File: config.mk
export PLATFORM = sky130hd
export DESIGN_NAME = avic_top
export DESIGN_NICKNAME = d
export VERILOG_FILES = /design/src/rtl/avic_pkg.sv /design/src/rtl/avic_cfg_regs.sv /design/src/rtl/avic_pin_edge.sv /design/src/rtl/avic_level_arb.sv /design/src/rtl/avic_top.sv
export SDC_FILE = /design/constraint.sdc
export NUM_CORES = 1
export LEC_CHECK = 0
export BUFFER_PORTS_ARGS = -buffer_cell sky130_fd_sc_hd__buf_2
export CORE_MARGIN = 2
export CORE_UTILIZATION = 55
export CTS_CLUSTER_DIAMETER = 40
export DETAILED_ROUTE_END_ITERATION = 16
export GPL_TIMING_DRIVEN = 0
export PLACE_DENSITY = 0.71
export SYNTH_ARGS = -nofsm -noshare
export SYNTH_HDL_FRONTEND = slang
export SYNTH_SLANG_ARGS = --single-unit
File: constraint.sdc
create_clock -name clk -period 139.8 [get_ports clk]
set_clock_uncertainty 0.05 [all_clocks]
set_input_delay 27.96 -clock clk [delete_from_list [all_inputs] [get_ports clk]]
set_output_delay 27.96 -clock clk [all_outputs]
set_load 0.005 [all_outputs]
File: src/rtl/avic_pkg.sv
package avic_pkg;
  localparam int LVL_W = 3;
  typedef logic [LVL_W-1:0] lvl_t;

  typedef enum logic [1:0] {
    CFG_LEVEL    = 2'd0,
    CFG_ENABLE   = 2'd1,
    CFG_POLARITY = 2'd2,
    CFG_CLEAR    = 2'd3
  } cfg_sel_e;

  function automatic logic [7:0] autovector(input logic [7:0] base, input lvl_t lvl);
    return base + 8'(lvl);
  endfunction

  function automatic logic edge_seen(input logic now_v, input logic old_v, input logic falling);
    return falling ? (old_v & ~now_v) : (now_v & ~old_v);
  endfunction
endpackage

File: src/rtl/avic_cfg_regs.sv
module avic_cfg_regs
  import avic_pkg::*;
#(
  parameter int N_SRC = 57,
  parameter int N_PIN = 8,
  parameter int IDX_W = 6
) (
  input  logic                        clk,
  input  logic                        rst_n,
  input  logic                        wr_en,
  input  logic [1:0]                  wr_sel,
  input  logic [IDX_W-1:0]            wr_idx,
  input  logic [LVL_W-1:0]            wr_data,
  output logic [N_SRC-1:0][LVL_W-1:0] lvl_q,
  output logic [N_SRC-1:0]            en_q,
  output logic [N_PIN-1:0]            pol_q,
  output logic [N_PIN-1:0]            clr_wr
);
  logic lvl_we, en_we, pol_we;
  assign lvl_we = wr_en && (wr_sel == CFG_LEVEL);
  assign en_we  = wr_en && (wr_sel == CFG_ENABLE);
  assign pol_we = wr_en && (wr_sel == CFG_POLARITY);

  for (genvar i = 0; i < N_SRC; i++) begin : g_src
    always_ff @(posedge clk or negedge rst_n) begin
      if (!rst_n) begin
        lvl_q[i] <= '0;
        en_q[i]  <= 1'b0;
      end else begin
        if (lvl_we && wr_idx == IDX_W'(i)) lvl_q[i] <= wr_data;
        if (en_we && wr_idx == IDX_W'(i))  en_q[i]  <= wr_data[0];
      end
    end
  end

  for (genvar p = 0; p < N_PIN; p++) begin : g_pin
    always_ff @(posedge clk or negedge rst_n) begin
      if (!rst_n) pol_q[p] <= 1'b0;
      else if (pol_we && wr_idx == IDX_W'(p)) pol_q[p] <= wr_data[0];
    end
    assign clr_wr[p] = wr_en && (wr_sel == CFG_CLEAR) && wr_data[0] && (wr_idx == IDX_W'(p));
  end

  // a level write lands at the next edge
  assert_level_write_R12: assert property (@(posedge clk) disable iff (!rst_n)
    (lvl_we && (int'(wr_idx) < N_SRC)) |=> (lvl_q[$past(wr_idx)] == $past(wr_data)));
endmodule

File: src/rtl/avic_pin_edge.sv
module avic_pin_edge
  import avic_pkg::*;
#(
  parameter int SYNC_STAGES = 2
) (
  input  logic clk,
  input  logic rst_n,
  input  logic pin,
  input  logic falling,
  input  logic clr,
  output logic pend,
  output logic edge_evt
);
  logic [SYNC_STAGES-1:0] sync_q;
  logic                   prev_q;

  always_ff @(posedge clk or negedge rst_n) begin
    if (!rst_n) begin
      sync_q <= '0;
      prev_q <= 1'b0;
    end else begin
      sync_q <= {sync_q[SYNC_STAGES-2:0], pin};
      prev_q <= sync_q[SYNC_STAGES-1];
    end
  end

  assign edge_evt = edge_seen(sync_q[SYNC_STAGES-1], prev_q, falling);

  always_ff @(posedge clk or negedge rst_n) begin
    if (!rst_n)        pend <= 1'b0;
    else if (edge_evt) pend <= 1'b1;
    else if (clr)      pend <= 1'b0;
  end

  // pending holds until cleared
  assert_sticky_R8: assert property (@(posedge clk) disable iff (!rst_n)
    (pend && !clr) |=> pend);
  // pending only rises after a detected edge
  assert_rise_from_edge_R6: assert property (@(posedge clk) disable iff (!rst_n)
    $rose(pend) |-> $past(edge_evt));
  // a clear without a new edge drops the bit
  assert_clear_drops_R10: assert property (@(posedge clk) disable iff (!rst_n)
    (clr && !edge_evt) |=> !pend);
  // a new edge beats a clear in the same cycle
  assert_edge_wins_R10: assert property (@(posedge clk) disable iff (!rst_n)
    edge_evt |=> pend);
endmodule

File: src/rtl/avic_level_arb.sv
module avic_level_arb
  import avic_pkg::*;
#(
  parameter int N_SRC = 57
) (
  input  logic [N_SRC-1:0]            req,
  input  logic [N_SRC-1:0]            en,
  input  logic [N_SRC-1:0][LVL_W-1:0] lvl,
  output logic [LVL_W-1:0]            best
);
  always_comb begin
    best = '0;
    for (int i = 0; i < N_SRC; i++) begin
      if (req[i] && en[i] && (lvl[i] > best)) best = lvl[i];
    end
  end
endmodule

File: src/rtl/avic_top.sv
module avic_top
  import avic_pkg::*;
#(
  parameter int         N_INT       = 49,
  parameter int         N_PIN       = 8,
  parameter int         SYNC_STAGES = 2,
  parameter logic [7:0] VEC_BASE    = 8'd24
) (
  input  logic             clk,
  input  logic             rst_n,
  input  logic [N_INT-1:0] irq_int,
  input  logic [N_PIN-1:0] gpio_pin,
  input  logic             wr_en,
  input  logic [1:0]       wr_sel,
  input  logic [5:0]       wr_idx,
  input  logic [2:0]       wr_data,
  input  logic             ack_valid,
  input  logic [2:0]       ack_level,
  output logic [2:0]       irq_level,
  output logic [7:0]       irq_vector
);
  localparam int N_SRC = N_INT + N_PIN;
  localparam int IDX_W = 6;

  logic [N_SRC-1:0][LVL_W-1:0] lvl_q;
  logic [N_SRC-1:0]            en_q;
  logic [N_PIN-1:0]            pol_q, clr_wr, ack_clr, pin_pend, pin_edge;

  avic_cfg_regs #(.N_SRC(N_SRC), .N_PIN(N_PIN), .IDX_W(IDX_W)) u_cfg (
    .clk(clk), .rst_n(rst_n), .wr_en(wr_en), .wr_sel(wr_sel), .wr_idx(wr_idx),
    .wr_data(wr_data), .lvl_q(lvl_q), .en_q(en_q), .pol_q(pol_q), .clr_wr(clr_wr)
  );

  for (genvar p = 0; p < N_PIN; p++) begin : g_pin
    assign ack_clr[p] = ack_valid && (ack_level != '0) && (lvl_q[N_INT+p] == ack_level);

    avic_pin_edge #(.SYNC_STAGES(SYNC_STAGES)) u_edge (
      .clk(clk), .rst_n(rst_n), .pin(gpio_pin[p]), .falling(pol_q[p]),
      .clr(clr_wr[p] | ack_clr[p]), .pend(pin_pend[p]), .edge_evt(pin_edge[p])
    );

    // acknowledge at the pin's level removes its pending bit
    assert_ack_clears_R9: assert property (@(posedge clk) disable iff (!rst_n)
      (ack_clr[p] && !pin_edge[p]) |=> !pin_pend[p]);
  end

  avic_level_arb #(.N_SRC(N_SRC)) u_arb (
    .req({pin_pend, irq_int}), .en(en_q), .lvl(lvl_q), .best(irq_level)
  );

  assign irq_vector = autovector(VEC_BASE, irq_level);

  for (genvar i = 0; i < N_INT; i++) begin : g_floor
    // an enabled, asserted internal source sets a floor on the output
    assert_int_floor_R4: assert property (@(posedge clk) disable iff (!rst_n)
      (irq_int[i] && en_q[i]) |-> (irq_level >= lvl_q[i]));
  end

  // nothing enabled means no request
  assert_quiet_when_disabled_R3: assert property (@(posedge clk) disable iff (!rst_n)
    (en_q == '0) |-> (irq_level == '0));
endmodule

Yosys cells after proc, flatten, opt, wreduce, memory -nomap -nowiden
Index checks and enable logic that the tools add are counted.
- register bits after elaboration: 268
- output and inout port bits: 11
- logic and storage cells: 661
- $add $sub $neg: 1
- $lt $le $gt $ge: 57
- eq/ne operators: 67
- muxes and demuxes: 81
- bitwise operators: 40
- reduce and logical (&&, ||, !) cells: 269
- operator list (operator ; count):
    logical AND 1 bit ; 258
    2-to-1 mux 3 bit ; 57
    > comparator 3 bit ; 56
    equality test 6 bit, second input constant ; 25
    equality test 6 x 5 -> 1 bit, second input constant ; 16
    equality test 6 x 4 -> 1 bit, second input constant ; 8
    equality test 3 bit ; 8
    equality test 6 x 3 -> 1 bit, second input constant ; 4
    2-to-1 mux 1 bit ; 24
    AND 1 bit ; 16
    inverter 1 bit ; 16
    nonzero test 2 bit ; 8
    equality test 6 x 2 -> 1 bit, second input constant ; 2
    OR 1 bit ; 8
    adder 5 x 3 -> 6 bit, first input constant ; 1
    equality test 6 x 1 -> 1 bit, second input constant ; 1
    zero test 6 bit ; 1
    equality test 2 bit, second input constant ; 2
    > comparator 3 x 1 -> 1 bit, second input constant ; 1
    nonzero test 3 bit ; 1
    equality test 2 x 1 -> 1 bit, second input constant ; 1
    zero test 2 bit ; 1

Depth between registers and ports, before layout
- word-level depth: 172
- gate-level depth with buffers: 376

Cells and area by module
Synthesis repeated with hierarchy kept, for this count alone.
- cell total of the unflattened synthesis: 2120
- area total of the unflattened synthesis: 19601.3 um2
- by module, submodules not included (module ; times used ; cells an instance ; area each (um2) ; sequential area each (um2)):
    avic_cfg_regs ; 1 ; 727 ; 10208.5 ; 5905.7
    avic_level_arb ; 1 ; 1275 ; 7828.8 ; 0.0
    avic_pin_edge ; 8 ; 9 ; 145.1 ; 100.1
    avic_top ; 1 ; 46 ; 402.9 ; 0.0

Worst setup path before layout
No wires, ideal clock.
- path kind: input port to output port
- from: input port irq_int[0]
- to: output port irq_vector[1]
- arrival time: 90814 ps
- data required time: 111790 ps
- slack: 20976 ps
- stages: 359
- cells stage by stage: and3_1 -> inv_1 -> ha_1 -> nor2b_4 -> o311a_4 -> nand2_2 -> mux2_2 -> ha_1 -> nor2_1 -> o21ai_0 -> a211oi_1 -> ha_1 -> nor2_1 -> and2_1 -> a211oi_2 -> a21oi_1 -> mux2_2 -> ha_1 -> (+323 left out) -> nor2_1 -> nor2_1 -> o221ai_1 -> nand2_1 -> nand2_1 -> o21ai_1 -> ha_1 -> a21oi_1 -> o211ai_1 -> a21oi_1 -> nand2_1 -> o21a_1 -> ha_1 -> a21o_1 -> a21oi_1 -> a311oi_1 -> mux2i_1 -> buf_4
- longest elaborated chain between the ends: 172
- RTL lines (item ; line ; text):
    start, declared ; avic_top.sv:11 ; input logic [N_INT-1:0] irq_int,
    logical AND 1 bit (*) (2 in series) ; avic_level_arb.sv:14 ; if (req[i] && en[i] && (lvl[i] > best)) best = lvl[i];
    2-to-1 mux 3 bit (*) ; avic_level_arb.sv:14 ;
    > comparator 3 bit ; avic_level_arb.sv:14 ;
    logical AND 1 bit ; avic_level_arb.sv:14 ;
    2-to-1 mux 3 bit (*) ; avic_level_arb.sv:14 ;
    > comparator 3 bit ; avic_level_arb.sv:14 ;
    logical AND 1 bit ; avic_level_arb.sv:14 ;
    2-to-1 mux 3 bit (*) ; avic_level_arb.sv:14 ;
    (+156 left out) ; -- ;
    > comparator 3 bit ; avic_level_arb.sv:14 ;
    logical AND 1 bit ; avic_level_arb.sv:14 ;
    2-to-1 mux 3 bit (*) ; avic_level_arb.sv:14 ;
    > comparator 3 bit ; avic_level_arb.sv:14 ;
    logical AND 1 bit ; avic_level_arb.sv:14 ;
    2-to-1 mux 3 bit (*) ; avic_level_arb.sv:14 ;
    named net irq_level[1] ; avic_top.sv:19 ; output logic [2:0] irq_level,
    adder 5 x 3 -> 6 bit (*) ; avic_pkg.sv:13 ; return base + 8'(lvl);
    end, declared ; avic_top.sv:20 ; output logic [7:0] irq_vector
Mark *: on every way through the listed nets, which the timed path passes. The rest lies on a longest branch.

Worst setup path in the final report
- from: input port irq_int[0]
- to: output port irq_vector[1]
- longest elaborated chain between the ends: 172
- RTL lines (item ; line):
    logical AND 1 bit (*) (2 in series) ; avic_level_arb.sv:14
    2-to-1 mux 3 bit (*) ; avic_level_arb.sv:14
    > comparator 3 bit ; avic_level_arb.sv:14
    logical AND 1 bit ; avic_level_arb.sv:14
    2-to-1 mux 3 bit (*) ; avic_level_arb.sv:14
    > comparator 3 bit ; avic_level_arb.sv:14
    logical AND 1 bit ; avic_level_arb.sv:14
    2-to-1 mux 3 bit (*) ; avic_level_arb.sv:14
    (+155 left out) ; --
    2-to-1 mux 3 bit (*) ; avic_level_arb.sv:14
    > comparator 3 bit ; avic_level_arb.sv:14
    logical AND 1 bit ; avic_level_arb.sv:14
    2-to-1 mux 3 bit (*) ; avic_level_arb.sv:14
    > comparator 3 bit ; avic_level_arb.sv:14
    logical AND 1 bit ; avic_level_arb.sv:14
    2-to-1 mux 3 bit (*) ; avic_level_arb.sv:14
    adder 5 x 3 -> 6 bit (*) ; avic_pkg.sv:13
Every way passes the cells marked *; elsewhere a longest branch is shown, timed or not.

==> flow_summary_export.csv <==
group,metric,value,unit
pwr,p_comb_share,16.8,%
setup_path,critical_path_class,"in -> out",
logic_synthesis,ys_types,112,
cts,root_buffer,"clkbuf_16",
die,start_util,55.85,%
setup_path,cp.arrival,100430,ps
detailed_routing,drt_iter0_markers,1301,
detailed_routing,wl,53270,um
layout,drive_above_1_share,19.39,%
place,port_buffers,75,
logic_synthesis,synthMuxAreaShare,13.02,%
global_route,grt_start_max_net_pins,122,
pwr,power.leakage,0.009676,uW
layout,multiInputGateArea,11450,um^2
logic_synthesis,synth-compound-area-share,20.60,%
global_route,grt_usage,29.66,%
cts,h-tree-depth,2,
sta,maxSlewHeadroom,23.53,%
place,globalplace.congestion,0.9269,
cts,cts_tree,"yes",
run,max_cap_viol_count,0,
cts,clk_pin_slew,60,ps
cts,cts.sink_count,268,
die,dieArea,35540,um^2
logic_synthesis,synth.ff_latch_count,268,
global_route,grt_pass1_wl,84880,um
layout,syn_to_final_growth,12.54,%
pwr,seq_power_share,38.7,%
detailed_routing,vias,17160,
status,status,"completed",
global_route,grt_overflow,0,
sta,finalCriticalPeriod,128440,ps
logic_synthesis,synth_common_cells,"nand2_1 (273), dfrtp_1 (268), nor2_1 (235), mux2_2 (205), o21ai_0 (114)",
detailed_routing,drc_errors,0,
sta,totalNegativeSetupSlack,0,ps
die,die_w,188.5,um
cts,cts_made_buffers,39,
logic_synthesis,synth_edf_count,0,
setup_path,crit_fanout,6,
setup_path,cpMostUsedCell,"nor2_1",
sta,fin_crit_sh,91.88,%
logic_synthesis,yosys-top-cells-area,"dfrtp_1 (36%), mux2_2 (12%), nand2_1 (5.5%)",
cts,clock_path_buffers,3,
detailed_routing,antenna_left,0,
die,die_y,188.5,um
logic_synthesis,synth_top_cell_by_area,"dfrtp_1",
detailed_routing,dr.pass1.iters,5,
logic_synthesis,synth_top_cell_area_share,35.81,%
logic_synthesis,synth_async_sr_flop_share,100.0,%
logic_synthesis,yosys.area_share.adder,4.884,%
sta,final_max_slew_viol_count,0,
sta,clock.fmax,7.786,MHz
place,hpwlAfterDp,40770,um
logic_synthesis,ys.flop_type,"dfrtp_1",
layout,fillers,2877,
logic_synthesis,yosysSeqAreaShare,35.81,%
cts,post_cts_buffers,0,
logic_synthesis,synth_xor_area_share,1.122,%
sta,tightest_slew,1138,ps
worst_hold_path,holdCritPathClass,"reg -> reg",
pwr,p_per_area,10.58,nW/um^2
pwr,max-vdd-ir-drop,0.01040,mV
pwr,p_sw_share,29.59,%
layout,final_cells,2722,
setup_path,crit_path_end_kind,"output port",
sta,setup_viol,0,
logic_synthesis,syn_area,18730,um^2
die,ios,86,
die,core_area,33530,um^2
setup_path,cpPeakStageDelay,790,ps
logic_synthesis,synth-simple-area-share,21.43,%
setup_path,required,111790,ps
sta,rsz0062_at_grt,"false",
layout,register_area,6706,um^2
global_route,grt_pass1_vias,16260,
cts,clk_latency,530,ps
layout,fin_nets,2375,
logic_synthesis,syn-instance-count,2118,
setup_path,slowest_stage,"a2111oi_0",
logic_synthesis,syn_area_per_cell,8.842,um^2
logic_synthesis,yosys_warnings,0,
logic_synthesis,synth_top_family_by_area,"simple AND/OR/NAND/NOR gates",
pwr,clock_power_share,44.5,%
cts,cts_hold_buf,0,
pwr,switchingPower,65.99,uW
die,fp-row-count,67,
global_route,antenna_found_initial,5,
cts,cts_resized,0,
sta,hold_viol_final,0,
detailed_routing,vias_per_cell,6.303,
logic_synthesis,yosysMostFrequentCell,"nand2_1",
setup_path,critPathLaunchType,"input pin",
pwr,internal_power,157.0,uW
place,dp.cells,2646,
detailed_routing,wl_per_cell,19.57,um
layout by cell type (no fill, tap or decap), types with 12 or more instances in the layout:
| cell | netlist | routed |
|---|---|---|
| o211ai_1 | 23 | 23 |
| o21ai_1 | 17 | 17 |
| a31oi_1 | 21 | 21 |
| a211oi_1 | 18 | 18 |
| or3_1 | 12 | 12 |
| o21a_1 | 12 | 12 |
| mux2_2 | 205 | 205 |
| nand2b_1 | 19 | 19 |
| inv_6 | 0 | 12 |
| buf_2 | 1 | 75 |
| o31ai_1 | 18 | 18 |
| nand2_1 | 273 | 273 |
| mux2i_1 | 13 | 13 |
| nand3_1 | 102 | 102 |
| and2_1 | 32 | 32 |
| nor2_1 | 235 | 235 |
| a21oi_1 | 83 | 83 |
| clkbuf_16 | 0 | 40 |
| and3_1 | 30 | 30 |
| ha_1 | 61 | 61 |
| clkbuf_1 | 42 | 44 |
| o211a_1 | 18 | 18 |
| xor2_1 | 24 | 24 |
| dfrtp_1 | 268 | 268 |
| or2_2 | 15 | 15 |
| nand4_1 | 19 | 19 |
| nor3_1 | 46 | 46 |
| a21o_1 | 18 | 18 |
| maj3_1 | 14 | 14 |
| o21ai_0 | 114 | 114 |
| a22oi_1 | 18 | 18 |
| nor2b_1 | 16 | 16 |
| o22ai_1 | 13 | 13 |
| inv_1 | 94 | 94 |
cell type report:
class                   instances  share of cell area, %
repair buffers                 77                  2.090
flip-flops and latches        268                  31.82
inverters                      94                  1.674
multi-input cells            1707                  54.34
clock inverters                25                  1.235
well taps                     448                  2.660
diodes                          5                0.05936
plain buffers                  52                  1.075
clock buffers                  46                  5.046
per-stage QoR:
stage / setup WS, ps / total power (uW) / cell area, um^2 / utilization, % / hold WS, ps
2_1_floorplan: 20980 / 112.1 / 18740 / - / 281.2
6_report: 11360 / 223.0 / 21080 / 62.85 / 298.4
3_5_place_dp: 12470 / 124.4 / 19740 / 58.87 / 285.6
5_1_grt: 5413 / 233.0 / 21070 / 62.85 / 303.7
3_3_place_gp: 14360 / 122.7 / 19680 / 58.68 / 281.9
4_1_cts: 12130 / 223.9 / 21060 / 62.82 / 299.5
critical path, delay by kind of cell:
family	cells	cell delay [ps]
AO/OA/AOI/OAI	134	27580
adder cells (fa/ha/maj)	69	19690
buffers and inverters	7	700
multiplexers	17	5860
AND/OR/NAND/NOR	136	18570
state kept, by name, summed over array words and instances (netlist names):
signal and count:
g_pin.u_edge.pend 8, u_cfg.en_q 57, u_cfg.lvl_q 171, g_pin.u_edge.sync_q 16, u_cfg.pol_q 8, g_pin.u_edge.prev_q 8
worst paths after layout:
kind | from | to | slack, ps | cells past startpoint
max | irq_int[0] | irq_vector[1] | 11360 | 363
max reg2reg | u_cfg.lvl_q[148] | g_pin[0].u_edge.pend | 138270 | 4
min | g_pin[5].u_edge.sync_q[0] | g_pin[5].u_edge.sync_q[1] | 300 | 0
min reg2reg | g_pin[5].u_edge.sync_q[0] | g_pin[5].u_edge.sync_q[1] | 300 | 0
min in group asynchronous | rst_n | u_cfg.lvl_q[2] | 27310 | 1
max in group asynchronous | rst_n | u_cfg.lvl_q[76] | 111410 | 2
cell families (layout without fill, tap and decap cells):
| kind of cell | count (synthesis) | after routing |
|---|---|---|
| and+or+nand+nor | 854 | 854 |
| muxes | 218 | 218 |
| adders and majority gates | 76 | 76 |
| xor gates and xnor gates | 24 | 24 |
| DFF | 268 | 268 |
| other | 2 | 10 |
| buffers and inverters | 146 | 294 |
| AOI/OAI and AO/OA | 530 | 530 |
power by group through the flow:
stage | clock network (uW) | logic [uW] | registers [uW]
after floorplan | 0 | 26.2 | 85.9
after global placement | 0 | 35.4 | 87.3
after detailed placement | 0 | 36.9 | 87.5
after CTS | 101 | 37.2 | 86.1
after global routing | 104 | 42.3 | 86.9
final | 99.1 | 37.6 | 86.3
metal layers:
metal	vias up	wire [um]	global-route usage, %
met1	8293	23010	40.22
met2	645	24780	48.32
met3	137	3572	4.340
li1	8079	-	-
met5	-	10	0
met4	2	1895	11.06
Power figures use the tool's default switching activity.
